File: src/rtl/pfg_pkg.sv
package pfg_pkg;
  localparam int SRC_N   = 4;
  localparam int SRC_DBG = 0;
  localparam int SRC_F0  = 1;
  localparam int SRC_F1  = 2;
  localparam int SRC_CMP = 3;
  localparam int CFG_W   = 8;

  // status from datapath to control
  typedef struct packed {
    logic             anyActive;
    logic             flagsZero;
    logic [SRC_N-1:0] rise;
  } pfg_status_t;

  // strobes from control to datapath
  typedef struct packed {
    logic forceSafe;
    logic releaseNow;
  } pfg_ctrl_t;

  // recovery mode per source: 1 = software recovery
  function automatic logic [SRC_N-1:0] modeSelect(input logic [CFG_W-1:0] c);
    return {c[2], c[4], c[0], c[6]};
  endfunction

  // interrupt enable per source, debug has none
  function automatic logic [SRC_N-1:0] irqEnables(input logic [CFG_W-1:0] c);
    return {c[3], c[5], c[1], 1'b0};
  endfunction
endpackage

File: src/rtl/pfg_datapath.sv
module pfg_datapath
  import pfg_pkg::*;
#(
  parameter int OUT_W       = 6,
  parameter int SYNC_STAGES = 2
) (
  input  logic              clk,
  input  logic              rstN,
  input  logic [SRC_N-1:0]  faultRaw,
  input  logic              cfgWe,
  input  logic [CFG_W-1:0]  cfgWdata,
  input  logic              clrWe,
  input  logic [SRC_N-1:0]  clrMask,
  input  logic [OUT_W-1:0]  pwmIn,
  input  logic [OUT_W-1:0]  safeLevel,
  input  pfg_ctrl_t         ctl,
  output pfg_status_t       status,
  output logic [SRC_N-1:0]  modeVec,
  output logic [CFG_W-1:0]  cfgQ,
  output logic [SRC_N-1:0]  flagsQ,
  output logic [OUT_W-1:0]  pwmOut,
  output logic              irq
);
  localparam int LAST = SYNC_STAGES - 1;

  logic [SYNC_STAGES-1:0][SRC_N-1:0] syncChain;
  logic [SRC_N-1:0] syncQ;
  logic [SRC_N-1:0] prevQ;
  logic [SRC_N-1:0] riseVec;
  logic [SRC_N-1:0] flagNext;
  logic [SRC_N-1:0] clrVec;

  always_ff @(posedge clk or negedge rstN) begin
    if (!rstN) begin
      syncChain <= '0;
      prevQ     <= '0;
    end else begin
      syncChain[0] <= faultRaw;
      for (int s = 1; s < SYNC_STAGES; s++) syncChain[s] <= syncChain[s-1];
      prevQ <= syncQ;
    end
  end

  assign syncQ   = syncChain[LAST];
  assign riseVec = syncQ & ~prevQ;
  assign clrVec  = clrWe ? clrMask : '0;

  generate
    for (genvar g = 0; g < SRC_N; g++) begin : g_flag
      assign flagNext[g] = riseVec[g] | (flagsQ[g] & ~clrVec[g]);

      p_flag_sticky_r5: assert property (@(posedge clk) disable iff (!rstN)
        flagsQ[g] && !(clrWe && clrMask[g]) |=> flagsQ[g]);
      p_rise_sets_flag_r5: assert property (@(posedge clk) disable iff (!rstN)
        riseVec[g] |=> flagsQ[g]);
    end
  endgenerate

  always_ff @(posedge clk or negedge rstN) begin
    if (!rstN) begin
      flagsQ <= '0;
      cfgQ   <= '0;
    end else begin
      flagsQ <= flagNext;
      if (cfgWe) cfgQ <= cfgWdata;
    end
  end

  assign status.anyActive = |syncQ;
  assign status.flagsZero = (flagsQ == '0);
  assign status.rise      = riseVec;
  assign modeVec          = modeSelect(cfgQ);
  assign irq              = |(flagsQ & irqEnables(cfgQ));
  assign pwmOut           = ctl.forceSafe ? safeLevel : pwmIn;

  p_safe_when_active_r4: assert property (@(posedge clk) disable iff (!rstN)
    status.anyActive |-> pwmOut == safeLevel);
  p_irq_level_r10: assert property (@(posedge clk) disable iff (!rstN)
    irq && !clrWe && !cfgWe |=> irq);
  p_irq_has_flag_r10: assert property (@(posedge clk) disable iff (!rstN)
    irq |-> flagsQ != '0);
endmodule

File: src/rtl/pfg_ctrl.sv
module pfg_ctrl
  import pfg_pkg::*;
(
  input  logic             clk,
  input  logic             rstN,
  input  pfg_status_t      status,
  input  logic [SRC_N-1:0] modeVec,
  input  logic             periodStart,
  input  logic             reloadStrobe,
  output pfg_ctrl_t        ctl
);
  logic pendingQ;
  logic swEventQ;
  logic dbgEventQ;
  logic releaseOk;

  always_comb begin
    if (swEventQ)       releaseOk = status.flagsZero && reloadStrobe;
    else if (dbgEventQ) releaseOk = periodStart;
    else                releaseOk = 1'b1;
  end

  assign ctl.releaseNow = pendingQ && !status.anyActive && releaseOk;
  assign ctl.forceSafe  = status.anyActive || pendingQ;

  always_ff @(posedge clk or negedge rstN) begin
    if (!rstN) begin
      pendingQ  <= 1'b0;
      swEventQ  <= 1'b0;
      dbgEventQ <= 1'b0;
    end else if (status.anyActive) begin
      pendingQ  <= 1'b1;
      swEventQ  <= swEventQ | (|(status.rise & modeVec));
      dbgEventQ <= dbgEventQ | status.rise[SRC_DBG];
    end else if (ctl.releaseNow) begin
      pendingQ  <= 1'b0;
      swEventQ  <= 1'b0;
      dbgEventQ <= 1'b0;
    end
  end

  p_sw_needs_reload_r8: assert property (@(posedge clk) disable iff (!rstN)
    $fell(pendingQ) && $past(swEventQ) |-> $past(reloadStrobe) && $past(status.flagsZero));
  p_dbg_needs_period_r7: assert property (@(posedge clk) disable iff (!rstN)
    $fell(pendingQ) && $past(dbgEventQ) && !$past(swEventQ) |-> $past(periodStart));
  p_release_only_idle_r6: assert property (@(posedge clk) disable iff (!rstN)
    $fell(pendingQ) |-> !$past(status.anyActive));
endmodule

File: src/rtl/pwm_fault_guard.sv
module pwm_fault_guard
  import pfg_pkg::*;
#(
  parameter int OUT_W       = 6,
  parameter int SYNC_STAGES = 2
) (
  input  logic             clk,
  input  logic             rstN,
  input  logic             dbgHalt,
  input  logic             faultIn0,
  input  logic             faultIn1,
  input  logic             cmpTrip,
  input  logic             periodStart,
  input  logic             reloadStrobe,
  input  logic             cfgWe,
  input  logic [7:0]       cfgWdata,
  output logic [7:0]       cfgRdata,
  input  logic             clrWe,
  input  logic [3:0]       clrMask,
  output logic [3:0]       flags,
  input  logic [OUT_W-1:0] pwmIn,
  input  logic [OUT_W-1:0] safeLevel,
  output logic [OUT_W-1:0] pwmOut,
  output logic             irq
);
  pfg_status_t      status;
  pfg_ctrl_t        ctl;
  logic [SRC_N-1:0] modeVec;
  logic [SRC_N-1:0] faultRaw;

  assign faultRaw = {cmpTrip, faultIn1, faultIn0, dbgHalt};

  pfg_datapath #(.OUT_W(OUT_W), .SYNC_STAGES(SYNC_STAGES)) u_dp (
    .clk(clk), .rstN(rstN), .faultRaw(faultRaw),
    .cfgWe(cfgWe), .cfgWdata(cfgWdata), .clrWe(clrWe), .clrMask(clrMask),
    .pwmIn(pwmIn), .safeLevel(safeLevel), .ctl(ctl), .status(status),
    .modeVec(modeVec), .cfgQ(cfgRdata), .flagsQ(flags), .pwmOut(pwmOut), .irq(irq)
  );

  pfg_ctrl u_ctrl (
    .clk(clk), .rstN(rstN), .status(status), .modeVec(modeVec),
    .periodStart(periodStart), .reloadStrobe(reloadStrobe), .ctl(ctl)
  );
endmodule

File: config.mk
export PLATFORM = sky130hd
export DESIGN_NAME = pwm_fault_guard
export DESIGN_NICKNAME = d
export VERILOG_FILES = /design/src/rtl/pfg_pkg.sv /design/src/rtl/pfg_datapath.sv /design/src/rtl/pfg_ctrl.sv /design/src/rtl/pwm_fault_guard.sv
export SDC_FILE = /design/constraint.sdc
export NUM_CORES = 1
export LEC_CHECK = 0
export BUFFER_PORTS_ARGS = -buffer_cell sky130_fd_sc_hd__clkbuf_2
export CORE_ASPECT_RATIO = 1.1
export CORE_MARGIN = 1
export CORE_UTILIZATION = 28
export CTS_CLUSTER_DIAMETER = 40
export DETAILED_ROUTE_END_ITERATION = 8
export GPL_TIMING_DRIVEN = 0
export SKIP_CTS_REPAIR_TIMING = 1
export SLEW_MARGIN = 10
export SYNTH_ARGS = -nofsm -noshare
export SYNTH_HDL_FRONTEND = slang
export SYNTH_SLANG_ARGS = --single-unit
File: constraint.sdc
create_clock -name clk -period 2 [get_ports clk]
set_input_delay 0.3 -clock clk [delete_from_list [all_inputs] [get_ports clk]]
set_output_delay 0.3 -clock clk [all_outputs]
set_load 0.05 [all_outputs]
==> impl_results.md <==
- Outcome: finished, violations left
- Violated checks: negative setup slack
- Share of layout cells above drive strength 1: 0.565
- Lkg Pwr: 0.721 nW
- GR met2 Demand/Resource: 0.228
- # nets final: 166
- Largest family of logic cells by synthesized area: multiplexers
- Synthesized flop and latch total: 27
- Mux cell area share after synthesis: 0.169
- Pwr Total: 0.00119 W
- Unique masters post-synth: 20
- Synthesis-to-finish area growth: 38.0%
- Layout Cells excl Fill: 181
- Peak VDD IR: 0.000436 V
- Worst slew margin: 0.576
- Largest net degree at the start of global routing: 28
- Required @ worst endpoint: 1700 ps
- Final setup fails: 6
- Final ANT Viol Nets: 0
- Worst Setup Slack, final: -54.2 ps
- Max Slew Vio Count: 0
- Worst-Skew Late Latency: 260 ps
- Antenna violations before repair: 0
- CTS Sinks: 27
- Max-cap viol count: 0
- Seq/Total Area, Yosys: 0.633
- Placed instance area: 1390 um2
- Clk buf depth: 2
- Die area: 4060 um2
- First DRT Iteration DRCs: 16
- Post-Syn Area per Cell: 13.9 um2
- Clock transition at path regs: 90 ps
- Vias in the first global route: 847
- Unrepaired setup endpoints after global routing: true
- Io pins: 53
- Placer Congestion: 0.729
- # rows: 23
- Total GRT Usage: 0.113
- Initial Util: 0.292
- First-pass GRT wire length: 3440 um
- Worst r2r path cells: 3
- # DRC: 0
- CTS tree: done
- Fillers: 380
- Most used routing layer: met2
- Mapped Area: 1070 um2
- Max Clk Rate: 0.487 GHz
- Final hold violation count: 0
- Die Span Y: 66.8 um
- Yosys warning count: 0
- Post-Route WL: 2170 um
- N_diodes: 0
- Core box area: 3650 um2
- Commonest cells after routing, fill and taps aside: 45 x clkbuf_2, 24 x dfrtp_1, 8 x mux2_2
- HPWL after detailed placement: 1800 um
- Tmin final: 2050 ps
- Inserted Clock Buffers: 3
- Pre-CTS setup slack: 68.8 ps
- Design Area, Final: 1470 um2
- Data arrival, critical path: 1750 ps
- Routed WL per cell: 12.0 um
- Synth Area in XOR/XNOR: 0
- Mapped Nets: 111
- PD cells: 805 nW/um2
- Dpl cells: 178
- Met1 Use GR: 0.110
- Crit path kind: register to output pin
- Vias: 786
- Worst hold slack: 42.5 ps
- H-tree Lvls: 1
- Post-Synth Simple-Gate Area: 0.110
- Synth Area in Compound Gates: 0.0563
- Commonest non-fill, non-tap cell in the layout: clkbuf_2
- Number of port buffers: 51
- Crit end category: output pin
- GR Util met3: 0.0214
- Worst hold path class: input pin to async pin
- Die width: 60.9 um
- Clock root buffer: clkbuf_8
- Adder-Cell Fraction of Synth Area: 0
- Cell count after synthesis: 77
- Avg Vias per Cell: 4.34
- Skew final: 0.764 ps
- Slew @ Worst Pin: 636 ps
- Fin crit share: 1.03
- First-pass iteration count of the detailed router: 4
- Grt total ovfl: 0
- CP Launch Type: register
- CP Max Fanout: 6
[registers in the layout, indices dropped and copies added (netlist names)]
signal and count:
u_dp.prevQ 4, u_dp.syncChain 4, u_dp.flagsQ 4, u_ctrl.swEventQ 1, u_dp.cfgQ 8, u_ctrl.dbgEventQ 1
u_ctrl.pendingQ 1, u_dp.syncQ 4
[synthesized netlist by cell type (all sizes together)]
master   instances  area [um2]
a21o             1        7.51
a21oi            1        5.00
a222oi           1        10.0
a2bb2oi          1        8.76
and2             2        12.5
buf              1        11.3
clkbuf           1        3.75
dfrtp           27         676
inv              5        18.8
mux2            14         180
nand2            7        26.3
nand3b           4        30.0
nand4            1        6.26
nor2             2        7.51
nor2b            2        12.5
nor4             1        12.5
nor4bb           1        10.0
o21ai            4        20.0
o2bb2ai          1        8.76
[path summary, 6_finish.rpt]
path,from,endpoint,slack (ps)
max,u_dp.syncQ[3],pwmOut[2],-50
min,rstN,u_dp.syncChain[2],40
max reg2reg,u_dp.flagsQ[1],u_ctrl.pendingQ,840
min reg2reg,u_dp.syncChain[3],u_dp.syncQ[3],350
max in group asynchronous,rstN,u_dp.syncQ[1],1510
min in group clk,faultIn0,u_dp.syncChain[1],140
[stage by stage]
step	TNS [ps]	utilization
final	-297	0.403
after global routing	-647	0.403
after CTS	-1330	0.392
after detailed placement	0	0.379
after global placement	0	0.379
after floorplan	0	-
[critical path: stages, from the launching register on]
cell and delay (ps):
dfrtp_2 450, nor4_4 310, and2_4 260, mux2_4 320, buf_6 150
[layer usage]
metal  routed length (um)  part of all wire  up-vias
met4                   34             0.016        0
met1                  791              0.36      368
met2                 1200              0.55       39
li1                     -                 -      377
met3                  147             0.068        2
met5                    0                 0        -
[cells by family (layout without fill, tap and decap cells)]
group | count (synthesis) | in the layout
muxes | 14 | 14
AOI/OAI and AO/OA | 9 | 9
and+or+nand+nor | 20 | 20
DFF | 27 | 27
buffers and inverters | 7 | 61
[power by group]
group	leakage [nW]	switching (W)	internal [W]
logic	0.394	0.000182	0.0000909
registers	0.302	0.0000323	0.000584
clock network	0.0255	0.000157	0.000139
[area by class of cell]
| type | instances | area, um2 | share of cell area |
|---|---|---|---|
| sequential | 27 | 679 | 0.461 |
| multi-input combinational | 43 | 369 | 0.251 |
| timing repair buffer | 51 | 293 | 0.199 |
| tap | 50 | 62.6 | 0.0425 |
| clock buffer | 3 | 41.3 | 0.0280 |
| inverter | 5 | 18.8 | 0.0127 |
| clock inverter | 1 | 5.00 | 0.00340 |
| buffer | 1 | 3.75 | 0.00255 |
Power figures use the tool's default switching activity.
